**config.mk**
```make
export PLATFORM = sky130hd
export DESIGN_NAME = isq_writer
export DESIGN_NICKNAME = d
export VERILOG_FILES = /design/src/rtl/isq_pkg.sv /design/src/rtl/isq_event_hold.sv /design/src/rtl/isq_priority_pick.sv /design/src/rtl/isq_entry_build.sv /design/src/rtl/isq_queue_ptr.sv /design/src/rtl/isq_writer.sv
export SDC_FILE = /design/constraint.sdc
export NUM_CORES = 1
export LEC_CHECK = 0
export CORE_ASPECT_RATIO = 1.75
export CORE_MARGIN = 2
export CORE_UTILIZATION = 65
export CTS_BUF_LIST = sky130_fd_sc_hd__clkbuf_4 sky130_fd_sc_hd__clkbuf_8 sky130_fd_sc_hd__clkbuf_16
export CTS_CLUSTER_DIAMETER = 30
export DETAILED_ROUTE_END_ITERATION = 6
export DONT_BUFFER_PORTS = 1
export PLACE_DENSITY = 0.9
export SYNTH_ARGS = -nofsm -noshare
export SYNTH_HDL_FRONTEND = slang
export SYNTH_HIERARCHICAL = 1
export SYNTH_SLANG_ARGS = --single-unit
```
**constraint.sdc**
```tcl
create_clock -name clk -period 5.4 [get_ports clk]
set_input_delay 1.35 -clock clk [delete_from_list [all_inputs] [get_ports clk]]
set_output_delay 1.35 -clock clk [all_outputs]
set_load 0.05 [all_outputs]
```
**src/rtl/isq_pkg.sv**
```systemverilog
// Package: shared constants and state type for the interrupt status queue writer.
// Assumes event slot indices double as priority: a lower index wins.
package isq_pkg;
    localparam int NUM_EVT   = 5;
    localparam int IX_RAMPAR = 0;
    localparam int IX_RTPAR  = 1;
    localparam int IX_TTROLL = 2;
    localparam int IX_BIST   = 3;
    localparam int IX_MSG    = 4;

    // Position and width of the one-hot non-message code inside the vector word
    localparam int CODE_LSB  = 1;
    localparam int CODE_W    = 4;

    typedef enum logic [1:0] {
        ST_IDLE = 2'd0,
        ST_VEC  = 2'd1,
        ST_PAR  = 2'd2
    } isq_state_e;
endpackage

```
**src/rtl/isq_event_hold.sv**
```systemverilog
// Module: isq_event_hold
// Holds one pending flag per event type, along with the parameters that
// come with RAM parity and message events. While a flag is set, a repeat of
// the same type merges into it and the first parameter is kept. If an event
// arrives in the same cycle as the grant of its type, it starts a fresh
// pending entry. Assumes event inputs are single-cycle pulses.
module isq_event_hold
    import isq_pkg::*;
#(
    parameter int ADDR_W = 16,
    parameter int STAT_W = 11
) (
    input  logic               clk,
    input  logic               rst_n,
    input  logic               capture_en,
    input  logic [NUM_EVT-1:0] evt_hit,
    input  logic [NUM_EVT-1:0] grant,
    input  logic [ADDR_W-1:0]  par_addr_in,
    input  logic [ADDR_W-1:0]  msg_ptr_in,
    input  logic [STAT_W-1:0]  msg_stat_in,
    output logic [NUM_EVT-1:0] pending,
    output logic [ADDR_W-1:0]  held_par_addr,
    output logic [ADDR_W-1:0]  held_msg_ptr,
    output logic [STAT_W-1:0]  held_msg_stat
);
    logic [NUM_EVT-1:0] accept;
    logic [NUM_EVT-1:0] slot_free;

    // Gate new events with the enable and work out which slots can take a new parameter
    always_comb begin
        accept    = evt_hit & {NUM_EVT{capture_en}};
        slot_free = ~pending | grant;
    end

    generate
        for (genvar g = 0; g < NUM_EVT; g++) begin : g_flag
            // A slot is cleared when granted and set again by a new accepted event
            always_ff @(posedge clk) begin
                if (!rst_n) pending[g] <= 1'b0;
                else        pending[g] <= (pending[g] & ~grant[g]) | accept[g];
            end
        end
    endgenerate

    // Record the failing RAM address only when the slot takes a fresh event
    always_ff @(posedge clk) begin
        if (!rst_n)                                      held_par_addr <= '0;
        else if (accept[IX_RAMPAR] && slot_free[IX_RAMPAR]) held_par_addr <= par_addr_in;
    end

    // Record the message pointer and status only when the slot takes a fresh event
    always_ff @(posedge clk) begin
        if (!rst_n) begin
            held_msg_ptr  <= '0;
            held_msg_stat <= '0;
        end else if (accept[IX_MSG] && slot_free[IX_MSG]) begin
            held_msg_ptr  <= msg_ptr_in;
            held_msg_stat <= msg_stat_in;
        end
    end
endmodule

```
**src/rtl/isq_priority_pick.sv**
```systemverilog
// Module: isq_priority_pick
// Fixed-priority one-hot selector: the lowest set request index wins.
// Purely combinational.
module isq_priority_pick
    import isq_pkg::*;
(
    input  logic [NUM_EVT-1:0] req,
    output logic [NUM_EVT-1:0] pick,
    output logic               any
);
    // Walk from highest to lowest index so the lowest set index ends up chosen
    always_comb begin
        pick = '0;
        for (int i = NUM_EVT - 1; i >= 0; i--) begin
            if (req[i]) pick = NUM_EVT'(1) << i;
        end
        any = |req;
    end
endmodule

```
**src/rtl/isq_entry_build.sv**
```systemverilog
// Module: isq_entry_build
// Builds the vector and parameter words for the granted event.
// Message: bit 0 set, status in the bits above the code field, parameter = pointer.
// Non-message: one-hot code, parameter = failing address for RAM parity, else zero.
// Assumes grant is one-hot or zero and ADDR_W <= DATA_W.
module isq_entry_build
    import isq_pkg::*;
#(
    parameter int ADDR_W = 16,
    parameter int DATA_W = 16,
    parameter int STAT_W = 11
) (
    input  logic [NUM_EVT-1:0] grant,
    input  logic [ADDR_W-1:0]  held_par_addr,
    input  logic [ADDR_W-1:0]  held_msg_ptr,
    input  logic [STAT_W-1:0]  held_msg_stat,
    output logic [DATA_W-1:0]  vec_word,
    output logic [DATA_W-1:0]  par_word
);
    localparam int STAT_LSB = CODE_LSB + CODE_W;

    // Assemble both words of the record from the grant and the held parameters
    always_comb begin
        vec_word = '0;
        par_word = '0;
        if (grant[IX_MSG]) begin
            vec_word[0]                       = 1'b1;
            vec_word[DATA_W-1:STAT_LSB]       = held_msg_stat;
            par_word                          = DATA_W'(held_msg_ptr);
        end else begin
            for (int k = 0; k < CODE_W; k++) begin
                vec_word[CODE_LSB + k] = grant[k];
            end
            if (grant[IX_RAMPAR]) par_word = DATA_W'(held_par_addr);
        end
    end
endmodule

```
**src/rtl/isq_queue_ptr.sv**
```systemverilog
// Module: isq_queue_ptr
// Circular record pointer inside a QWORDS-word aligned region. Only the low
// IDX_W bits count; the region bits come straight from the caller. Assumes
// QWORDS is a power of two and each record occupies two words.
module isq_queue_ptr #(
    parameter int ADDR_W = 16,
    parameter int QWORDS = 64
) (
    input  logic                    clk,
    input  logic                    rst_n,
    input  logic                    advance,
    input  logic [ADDR_W-1:$clog2(QWORDS)] region,
    output logic [ADDR_W-1:0]       ptr,
    output logic                    at_last
);
    localparam int IDX_W = $clog2(QWORDS);

    logic [IDX_W-1:0] idx_q;

    // Step by one record (two words) per completed entry, wrapping modulo QWORDS
    always_ff @(posedge clk) begin
        if (!rst_n)       idx_q <= '0;
        else if (advance) idx_q <= idx_q + IDX_W'(2);
    end

    // Form the full address and flag the final slot before the wrap
    always_comb begin
        ptr     = {region, idx_q};
        at_last = (idx_q == IDX_W'(QWORDS - 2));
    end
endmodule

```
**src/rtl/isq_writer.sv**
```systemverilog
// Module: isq_writer (top)
// Interrupt status queue writer. It captures single-cycle event pulses,
// picks one by fixed priority, and writes a vector word and then a parameter
// word into a circular RAM queue. After each record it pulses an interrupt,
// and it raises a separate interrupt when the pointer wraps. Assumes
// base_addr stays stable while records are being written.
module isq_writer
    import isq_pkg::*;
#(
    parameter int ADDR_W = 16,
    parameter int DATA_W = 16,
    parameter int QWORDS = 64
) (
    input  logic                clk,
    input  logic                rst_n,
    input  logic                queue_en,
    input  logic                rollover_en,
    input  logic [ADDR_W-1:0]   base_addr,
    input  logic                msg_evt,
    input  logic [ADDR_W-1:0]   msg_evt_ptr,
    input  logic [DATA_W-CODE_LSB-CODE_W-1:0] msg_evt_status,
    input  logic                ram_par_evt,
    input  logic [ADDR_W-1:0]   ram_par_addr,
    input  logic                rt_par_evt,
    input  logic                tt_roll_evt,
    input  logic                bist_done_evt,
    output logic                ram_we,
    output logic [ADDR_W-1:0]   ram_addr,
    output logic [DATA_W-1:0]   ram_wdata,
    output logic [ADDR_W-1:0]   queue_ptr,
    output logic                irq_pulse,
    output logic                rollover_irq
);
    localparam int IDX_W  = $clog2(QWORDS);
    localparam int STAT_W = DATA_W - CODE_LSB - CODE_W;

    isq_state_e         state_q;
    logic [NUM_EVT-1:0] evt_hit;
    logic [NUM_EVT-1:0] pending;
    logic [NUM_EVT-1:0] pick;
    logic [NUM_EVT-1:0] grant;
    logic               any_pending;
    logic               take;
    logic               advance;
    logic               at_last;
    logic [ADDR_W-1:0]  held_par_addr;
    logic [ADDR_W-1:0]  held_msg_ptr;
    logic [STAT_W-1:0]  held_msg_stat;
    logic [DATA_W-1:0]  vec_word;
    logic [DATA_W-1:0]  par_word;
    logic [DATA_W-1:0]  vec_q;
    logic [DATA_W-1:0]  par_q;
    logic               unused_base_low;

    assign unused_base_low = ^base_addr[IDX_W-1:0];

    // Collect the event pulses in priority slot order
    always_comb begin
        evt_hit             = '0;
        evt_hit[IX_RAMPAR]  = ram_par_evt;
        evt_hit[IX_RTPAR]   = rt_par_evt;
        evt_hit[IX_TTROLL]  = tt_roll_evt;
        evt_hit[IX_BIST]    = bist_done_evt;
        evt_hit[IX_MSG]     = msg_evt;
    end

    isq_event_hold #(
        .ADDR_W (ADDR_W),
        .STAT_W (STAT_W)
    ) u_hold (
        .clk           (clk),
        .rst_n         (rst_n),
        .capture_en    (queue_en),
        .evt_hit       (evt_hit),
        .grant         (grant),
        .par_addr_in   (ram_par_addr),
        .msg_ptr_in    (msg_evt_ptr),
        .msg_stat_in   (msg_evt_status),
        .pending       (pending),
        .held_par_addr (held_par_addr),
        .held_msg_ptr  (held_msg_ptr),
        .held_msg_stat (held_msg_stat)
    );

    isq_priority_pick u_pick (
        .req  (pending),
        .pick (pick),
        .any  (any_pending)
    );

    // A new record may start whenever the next cycle is not a parameter write
    always_comb begin
        take    = any_pending && (state_q != ST_VEC);
        grant   = take ? pick : '0;
        advance = (state_q == ST_PAR);
    end

    isq_entry_build #(
        .ADDR_W (ADDR_W),
        .DATA_W (DATA_W),
        .STAT_W (STAT_W)
    ) u_build (
        .grant         (grant),
        .held_par_addr (held_par_addr),
        .held_msg_ptr  (held_msg_ptr),
        .held_msg_stat (held_msg_stat),
        .vec_word      (vec_word),
        .par_word      (par_word)
    );

    isq_queue_ptr #(
        .ADDR_W (ADDR_W),
        .QWORDS (QWORDS)
    ) u_ptr (
        .clk     (clk),
        .rst_n   (rst_n),
        .advance (advance),
        .region  (base_addr[ADDR_W-1:IDX_W]),
        .ptr     (queue_ptr),
        .at_last (at_last)
    );

    // Sequence the two write cycles of each record, chaining straight into the next
    always_ff @(posedge clk) begin
        if (!rst_n) begin
            state_q <= ST_IDLE;
        end else begin
            case (state_q)
                ST_VEC:  state_q <= ST_PAR;
                default: state_q <= take ? ST_VEC : ST_IDLE;
            endcase
        end
    end

    // Freeze the record words at the moment the event is granted
    always_ff @(posedge clk) begin
        if (!rst_n) begin
            vec_q <= '0;
            par_q <= '0;
        end else if (take) begin
            vec_q <= vec_word;
            par_q <= par_word;
        end
    end

    // Pulse the request after each record and the rollover on the wrapping record
    always_ff @(posedge clk) begin
        if (!rst_n) begin
            irq_pulse    <= 1'b0;
            rollover_irq <= 1'b0;
        end else begin
            irq_pulse    <= advance;
            rollover_irq <= advance && at_last && rollover_en;
        end
    end

    // Drive the RAM port from the current write phase
    always_comb begin
        ram_we    = (state_q != ST_IDLE);
        ram_addr  = queue_ptr;
        ram_wdata = '0;
        if (state_q == ST_VEC) begin
            ram_wdata = vec_q;
        end else if (state_q == ST_PAR) begin
            ram_addr  = queue_ptr | ADDR_W'(1);
            ram_wdata = par_q;
        end
    end
endmodule

```
# Yosys cells after proc, flatten, opt, wreduce, memory -nomap -nowiden
# Cells that the tools add are included.
# word_totals
ff_bits	90
latch_bits	0
ram_bits	0
rom_bits	0
inputBits	68
output_inout_bits	51
memories	0
# classes
n_addsub	1
multipliers	0
div	0
order_cmp	0
n_eq_ne	4
shifts	0
n_mux	17
n_bitwise	19
n_reduce_logical	8
# ops
cell	n
2-to-1 mux 16 bit	4
2-to-1 mux 5 bit	6
2-to-1 mux 11 bit	1
adder 6 x 2 -> 6 bit (second input constant)	1
equality test 6 bit (second input constant)	1
inverter 1 bit	6
bitwise AND 1 bit	5
bitwise AND 5 bit	1
logical AND 1 bit	5
inverter 5 bit	1
OR 1 bit	5
OR 5 bit	1
OR reduction 5 bit	1
2-to-1 mux 1 bit	4
2-to-1 mux 4 bit	1
equality test 2 x 1 -> 1 bit (second input constant)	1
equality test 2 bit (second input constant)	1
2-to-1 mux 2 bit	1
!= test 2 x 1 -> 1 bit (second input constant)	1
nonzero test 2 bit	1
OR reduction 2 bit	1

# Depth between registers and ports, before layout
# Gate-level depths: netlist (run 1).
# depth
ltp_word	9
ltp_mapped	11
mapped_depth_nobuf	8

# By module
# Netlist (run 1), hierarchy kept.
# modules_own_cells
module	instances	cells_each	area_per_inst_um2	seq_area_each_um2
isq_event_hold	1	209	1941.9	960.9
isq_writer	1	192	1751.7	720.7
isq_queue_ptr	1	35	327.8	100.1
isq_entry_build	1	37	274.0	0.0
isq_priority_pick	1	7	57.6	0.0

# Worst setup path after synthesis (run 1)
# No wires, ideal clock.
# synth_timing
path_type	in2out
startpoint	input port base_addr[10]
endpoint	output port ram_addr[10]
arrival_time_ns	1.747
slack_ns	2.303
stages	2
cell_sequence	buf_4 -> buf_4
# synth_lines
item	line_no	source
start, declared	isq_writer.sv:18	input logic [ADDR_W-1:0] base_addr,
end, declared	isq_writer.sv:28	output logic [ADDR_W-1:0] ram_addr,
# No word-level cell between the ends.

# Worst setup path in the final report (run 1)
# layout_timing
startpoint	register state_q[1]
endpoint	output port ram_wdata[3]
# layout_via
elab_chain_len	3
word_cells_on_any_way	4
classes_between	eq/ne (2); mux (2)
# layout_lines
item	line_no	source
start, declared	isq_writer.sv:37	isq_state_e state_q;
start signal, assigned	isq_writer.sv:130	default: state_q <= take ? ST_VEC : ST_IDLE;
equality test 2 bit	isq_writer.sv:164	end else if (state_q == ST_PAR) begin
2-to-1 mux 16 bit	isq_writer.sv:164	
2-to-1 mux 16 bit (*)	isq_writer.sv:162	if (state_q == ST_VEC) begin
end, declared	isq_writer.sv:29	output logic [DATA_W-1:0] ram_wdata,
# Every way passes the cells marked *; elsewhere a longest branch is shown, timed or not.

==> implementation parameters, run 1 <==
Parameter                              Value

Yosys
  Post-Synthesis Mean Instance Area ... 9.069 µm²
  Portion of the post-synthesis area used by sequential elements ... 0.4093
  Synth top area cells ... sky130_fd_sc_hd__dfxtp_1 (41%), sky130_fd_sc_hd__mux2i_1 (18%), sky130_fd_sc_hd__nand2_1 (13%), sky130_fd_sc_hd__a22o_1 (6.4%), sky130_fd_sc_hd__buf_4 (5.0%)
  Number of synthesized register bits ... 89
  Synthesis warning total ... 6
  Post-Syn Nets ... 550
  Combined area of all synthesized cells ... 0.004353 mm²
  Async SR Flop Fraction ... 0
  Synthesized instance count ... 480
  Netlist cell types ... 31
  Share of the synthesized area in the top cell type ... 0.4093
  Number of enable-type register cells in the synthesized netlist ... 0
  Largest area contributor in the synthesized netlist ... sky130_fd_sc_hd__dfxtp_1
  Most instantiated flip-flop cell in the synthesis netlist ... sky130_fd_sc_hd__dfxtp_1

Routing
  Antenna violation net count after detailed routing ... 0
  Vias per std cell ... 5.623
  Number of DRC markers after the initial detailed-route iteration ... 147
  Total Wirelength ... 7939 µm
  Via count ... 2896
  DR pass1 iterations ... 5
  Average routed wire per standard cell ... 15.42 µm
  Residual DRC ... 0

Setup path
  Worst EP required ... 4.05 ns
  Endpoint kind of the worst setup timing path ... output pin
  Sort of element at the start of the critical path ... flip-flop
  Setup CP Type ... flip-flop to output pin
  Largest fanout on the critical path ... 24
  Data arrival time at the worst-slack endpoint ... 2.06 ns

Clock network
  Maximum level of the CTS H-tree ... 3
  Clock transition at the register clock pins on the worst setup and hold paths after CTS ... 0.06 ns
  TritonCTS Buffers ... 9
  Clock tree from TritonCTS ... built
  Buffers inserted by post-CTS timing repair ... 0
  CTS sink count ... 89
  Clock insertion delay at the later pin of the skew report ... 0.34 ns
  Count of hold buffers inserted by post-cts repair ... 0
  Cell at the root of the clock tree ... sky130_fd_sc_hd__clkbuf_16
  Worst-case clock buffer depth ... 2
  Total of cells resized after clock tree synthesis ... 0

Place
  Pre-CTS WS ... 2.241 ns
  Final estimated routing congestion in global placement ... 0.8002
  Port-buffer cells ... 0
  Post-detail-place hpwl ... 5151 µm

Global route
  First-pass GRT wire length ... 12810 µm
  Aggregate global-route resource usage ... 0.2232
  Number of global-route vias before repair ... 2694
  Aggregate global routing overflow ... 0
  Pin count of the biggest net entering global routing ... 162
  Number of antenna violations at the first check in global routing ... 0

Timing
  Unrepaired setup endpoints after global routing ... false
  Achievable Freq ... 293.0 MHz
  Final count of negative-setup-slack endpoints ... 0
  Final-layout setup total negative slack ... 0 ns
  Shortest period the worst path allows ... 3.413 ns
  Max Clock Skew ... 0.004286 ns
  Worst setup slack after layout ... 1.987 ns
  Final number of max-transition violations ... 0
  Worst slew pin tran ... 1.304 ns
  Final worst path period share ... 0.6320
  Worst slew margin relative to its limit ... 0.1288
  Hold violation total from the final report ... 0

Die
  Full die area ... 0.007393 mm²
  I/O pin cnt ... 119
  Die Span X ... 65.86 µm
  Die height ... 112.3 µm
  Effective utilization at floorplan ... 0.6707
  Placeable core region ... 0.006490 mm²
  Number of placement rows ... 39

Final layout
  Number of filler instances in the final layout ... 544
  Number of antenna cells inserted ... 0
  Combined flip-flop and latch cell area ... 0.001782 mm²
  Multi-input logic area ... 0.002082 mm²
  Number of nets at the end of the flow ... 498
  Layout cell share with drive strength beyond 1 ... 0.06005
  Commonest cells after routing, fill and taps aside ... sky130_fd_sc_hd__nand2_1 (156), sky130_fd_sc_hd__dfxtp_1 (89), sky130_fd_sc_hd__mux2i_1 (78)
  Area overhead of the layout relative to synthesis ... -1.811%
  Most common cell after layout, fill and taps aside ... sky130_fd_sc_hd__nand2_1

Power
  Power density of the placed cells ... 341.2 mW/mm²
  Leakage power figure ... 0.001717 µW
  VDD IR-drop max ... 0.2554 mV

Run status
  Status ... completed

Job
  Max-Cap Viols ... 0

Hold path
  Type of the worst min-delay path ... flip-flop to flip-flop
[critical path, stage by stage (launching register included)]
cell and delay [ns]:
sky130_fd_sc_hd__dfxtp_1 0.38, sky130_fd_sc_hd__and2b_1 0.72, sky130_fd_sc_hd__a22o_1 0.62
[per-stage QoR]
stage | instance area (µm²) | cells | hold WS (ns) | util | total power [µW]
2_1_floorplan | 4353 | 480 | 0.4301 | - | 922.0
3_3_place_gp | 3978 | 499 | 0.4391 | 0.6129 | 854.1
3_5_place_dp | 3978 | 499 | 0.4440 | 0.6129 | 859.4
4_1_cts | 4274 | 515 | 0.4541 | 0.6586 | 1466
5_1_grt | 4274 | 515 | 0.4764 | 0.6586 | 1513
6_report | 4274 | 515 | 0.4520 | 0.6586 | 1458
[cell usage after synthesis (5+ instances only)]
| master | number |
|---|---|
| sky130_fd_sc_hd__a21boi_0 | 5 |
| sky130_fd_sc_hd__a22o_1 | 32 |
| sky130_fd_sc_hd__and2_1 | 20 |
| sky130_fd_sc_hd__buf_2 | 8 |
| sky130_fd_sc_hd__buf_4 | 29 |
| sky130_fd_sc_hd__clkbuf_1 | 16 |
| sky130_fd_sc_hd__dfxtp_1 | 89 |
| sky130_fd_sc_hd__mux2i_1 | 78 |
| sky130_fd_sc_hd__nand2_1 | 156 |
| sky130_fd_sc_hd__nand2b_1 | 7 |
| sky130_fd_sc_hd__nor2b_1 | 5 |
[worst paths after layout]
check / start / endpoint / slack, ns / cells after the start
worst max-delay path: state_q[1] / ram_wdata[3] / 1.99 / 2
worst min-delay path: u_hold/held_msg_stat[2] / u_hold/held_msg_stat[2] / 0.45 / 2
worst max register to register: u_hold/pending[0] / par_q[9] / 2.21 / 8
worst min register to register: u_hold/held_msg_stat[2] / u_hold/held_msg_stat[2] / 0.45 / 2
[metal layers]
layer  up-vias  GRT usage  wire [µm]
li1       1445          -          -
met1      1344     0.2877       3477
met2        89     0.3461       3794
met3        18    0.05611        481
met4         0     0.1042        185
met5         -          0          0
[area by class of cell]
| cell class | count | share of cell area |
|---|---|---|
| timing repair buffer | 1 | 0.001756 |
| clock buffer | 11 | 0.05621 |
| sequential | 89 | 0.4169 |
| inverter | 1 | 0.0008782 |
| multi-input combinational | 326 | 0.4871 |
| tap | 82 | 0.02400 |
| clock inverter | 5 | 0.01317 |
[flip-flops by register name, indices dropped and copies added (netlist names)]
register              flops
u_hold/held_par_addr     16
u_hold/held_msg_ptr      16
u_hold/held_msg_stat     11
u_ptr/idx_q               5
par_q                    16
irq_pulse                 1
state_q                   2
u_hold/pending            5
rollover_irq              1
vec_q                    16
[kinds of logic (layout without fill, tap and decap cells)]
| kind of cell | after synthesis | count (layout) | synth area share |
|---|---|---|---|
| simple gates | 205 | 205 | 0.2133 |
| flops | 89 | 89 | 0.4093 |
| mux | 78 | 78 | 0.1794 |
| buf+inv | 65 | 18 | 0.1130 |
| compound gates | 39 | 39 | 0.07646 |
| fa+ha+maj | 2 | 2 | 0.005748 |
| other cells | 1 | 1 | 0.0008615 |
| xor+xnor | 1 | 1 | 0.002012 |
[report_power, final]
| group | switching [µW] | total [µW] | internal (µW) |
|---|---|---|---|
| Sequential | 21.6 | 703 | 682 |
| Combinational | 82.1 | 141 | 58.9 |
| Clock | 247 | 614 | 368 |
Power figures use the tool's default switching activity.
==> run 2: changes to the inputs <==
Settings changed: CORE_UTILIZATION 65 to 63, PLACE_DENSITY 0.9 to 0.88.
Clock period 5.4 ns to 3.4 ns, I/O delays scaled along.
==> implementation parameters, run 2 (synthesis results as in run 1) <==
Parameter                              Value

Global route
  Aggregate global routing overflow ... 0 (unchanged)
  Number of antenna violations at the first check in global routing ... 0 (unchanged)
  Aggregate global-route resource usage ... 0.2131 (-0.01009)
  Pin count of the biggest net entering global routing ... 162 (unchanged)
  Number of global-route vias before repair ... 2645 (-1.8%)
  First-pass GRT wire length ... 12360 µm (-3.5%)

Routing
  Total Wirelength ... 7907 µm (-0.40%)
  Average routed wire per standard cell ... 15.12 µm (-1.9%)
  Vias per std cell ... 5.537 (-1.5%)
  Antenna violation net count after detailed routing ... 0 (unchanged)
  DR pass1 iterations ... 4 (-1)
  Number of DRC markers after the initial detailed-route iteration ... 123 (-16%)
  Via count ... 2896 (unchanged)
  Residual DRC ... 0 (unchanged)

Setup path
  Data arrival time at the worst-slack endpoint ... 1.94 ns (-0.12 ns)
  Number of cells traversed by the worst register-to-register path ... 8 (unchanged)
  Worst reg2reg path endpoint ... u_hold/held_msg_stat[3]
  Slowest cell on the critical path ... sky130_fd_sc_hd__a22o_1
  Setup CP Type ... flip-flop to output pin
  Reg-to-reg startpoint ... u_hold/pending[0]
  Sort of element at the start of the critical path ... flip-flop
  Reg-to-reg slack, setup ... 0.84 ns (-1.37 ns)
  CP Cell Sequence ... and2b_1 -> buf_4 -> a22o_1
  Largest fanout on the critical path ... 13 (-46%)
  Crit path largest cell delay ... 0.49 ns (-0.23 ns)
  Endpoint kind of the worst setup timing path ... output pin
  Worst EP required ... 2.55 ns (-1.50 ns)

Power
  VDD IR-drop max ... 0.3662 mV (+43%)
  Sw Share ... 0.2309 (-0.009261)
  Part of the total power dissipated in combinational logic ... 0.102 (+0.005)
  Leakage power figure ... 0.001753 µW (+2.1%)
  Switching power ... 541.3 µW (+55%)
  Cell-internal power ... 1803 µW (+63%)
  Sequential Power Share ... 0.473 (-0.009)
  Clock Power Share ... 0.425 (+0.004)
  Power density of the placed cells ... 541.2 mW/mm² (+59%)

Timing
  Final count of negative-setup-slack endpoints ... 0 (unchanged)
  Final-layout setup total negative slack ... 0 ns (unchanged)
  Shortest period the worst path allows ... 2.792 ns
  Worst slew margin relative to its limit ... 0.3004 (+0.1715)
  Max Clock Skew ... 0.004526 ns (+0.0002408 ns)
  Final number of max-transition violations ... 0 (unchanged)
  Hold violation total from the final report ... 0 (unchanged)
  Unrepaired setup endpoints after global routing ... false
  Worst slew pin tran ... 1.048 ns (-0.2560 ns)
  Final worst path period share ... 0.8212
  Achievable Freq ... 358.1 MHz

Final layout
  Most common cell after layout, fill and taps aside ... sky130_fd_sc_hd__nand2_1
  Number of nets at the end of the flow ... 504 (+1.2%)
  Number of antenna cells inserted ... 0 (unchanged)
  Commonest cells after routing, fill and taps aside ... sky130_fd_sc_hd__nand2_1 (156), sky130_fd_sc_hd__dfxtp_1 (89), sky130_fd_sc_hd__mux2i_1 (78)
  Layout cell share with drive strength beyond 1 ... 0.07289 (+0.01285)
  Post-route cell area ... 0.004332 mm² (+1.3%)
  Area overhead of the layout relative to synthesis ... -0.4888%

Clock network
  Count of hold buffers inserted by post-cts repair ... 0 (unchanged)
  Maximum level of the CTS H-tree ... 3 (unchanged)
  Clock tree from TritonCTS ... built
  Clock transition at the register clock pins on the worst setup and hold paths after CTS ... 0.06 ns (about the same)
  Worst-case clock buffer depth ... 2 (unchanged)
  Buffers inserted by post-CTS timing repair ... 0 (unchanged)
  CTS sink count ... 89 (unchanged)
  TritonCTS Buffers ... 9 (unchanged)
  Cell at the root of the clock tree ... sky130_fd_sc_hd__clkbuf_16
  Clock insertion delay at the later pin of the skew report ... 0.33 ns (about the same)
  Total of cells resized after clock tree synthesis ... 0 (unchanged)

Die
  Full die area ... 0.007617 mm² (+3.0%)
  Effective utilization at floorplan ... 0.6443 (-0.02646)
  Die Span X ... 66.84 µm (+1.5%)
  Placeable core region ... 0.006756 mm² (+4.1%)
  Die height ... 114.0 µm (+1.5%)
  I/O pin cnt ... 119 (unchanged)
  Number of placement rows ... 40 (+2.6%)

Hold path
  Cell depth of the worst min-delay path ... 2 (unchanged)
  Worst min-delay path startpoint ... u_hold/held_msg_stat[2]
  End point of the worst hold path ... u_hold/held_msg_stat[2]
  Type of the worst min-delay path ... flip-flop to flip-flop

Run status
  Status ... completed

Place
  Port-buffer cells ... 0 (unchanged)
  Post-detail-place hpwl ... 5272 µm (+2.3%)
  Final estimated routing congestion in global placement ... 0.8431 (+5.4%)
  Placed Area ... 0.004025 mm² (+1.2%)

Job
  Max-Cap Viols ... 0 (unchanged)
-- run 2: worst max path at each step --
stage | end | slack (ns) | depth (start not counted) | startpoint
4_1_cts | ram_wdata[1] | 0.58 | 3 | state_q[1]
2_1_floorplan | ram_wdata[10] | 1.25 | 4 | state_q[1]
6_report | ram_wdata[1] | 0.61 | 3 | state_q[1]
3_5_place_dp | u_hold/held_msg_ptr[7] | 0.87 | 8 | u_hold/pending[0]
3_3_place_gp | ram_wdata[0] | 0.96 | 3 | state_q[1]
5_1_grt | ram_wdata[1] | 0.44 | 3 | state_q[1]
-- run 2: layer usage --
| layer | track usage | up-vias | share of wire |
|---|---|---|---|
| li1 | - | 1458 | - |
| met1 | 0.2709 | 1324 | 0.43 |
| met2 | 0.3247 | 91 | 0.48 |
| met3 | 0.06509 | 23 | 0.057 |
| met4 | 0.1048 | 0 | 0.030 |
| met5 | 0 | - | 0 |
-- run 2: cell type report --
class / instances / area, µm²
Fill cell: 557 / 2425
Clock inverter: 2 / 37.54
Timing Repair Buffer: 7 / 52.55
Clock buffer: 14 / 269.0
Inverter: 1 / 3.754
Sequential cell: 89 / 1782
Multi-Input combinational cell: 326 / 2082
Tap cell: 84 / 105.1
-- run 2: power by group through the flow --
stage,combinational (µW),sequential (µW),clock (µW)
final,238,1110,997
after global routing,258,1110,1060
after CTS,240,1110,1010
after detailed placement,238,1130,0
after global placement,233,1130,0
after floorplan,335,1130,0
-- run 2: metrics by stage --
stage	power [µW]	setup slack, ns	instances	hold slack [ns]	utilization
floorplan	1464	1.253	480	0.4301	-
global placement	1362	0.9599	507	0.4380	0.5957
detailed placement	1370	0.8748	507	0.4435	0.5957
CTS	2358	0.5760	523	0.4556	0.6411
global route	2427	0.4434	523	0.4781	0.6411
finish	2344	0.6078	523	0.4553	0.6411
-- run 2: critical path: cells and delay by family, from the launching register on --
family / cells / cell delay (ns)
AOI/OAI and AO/OA: 1 / 0.49
buffers and inverters: 1 / 0.29
DFF: 1 / 0.38
and+or+nand+nor: 1 / 0.45
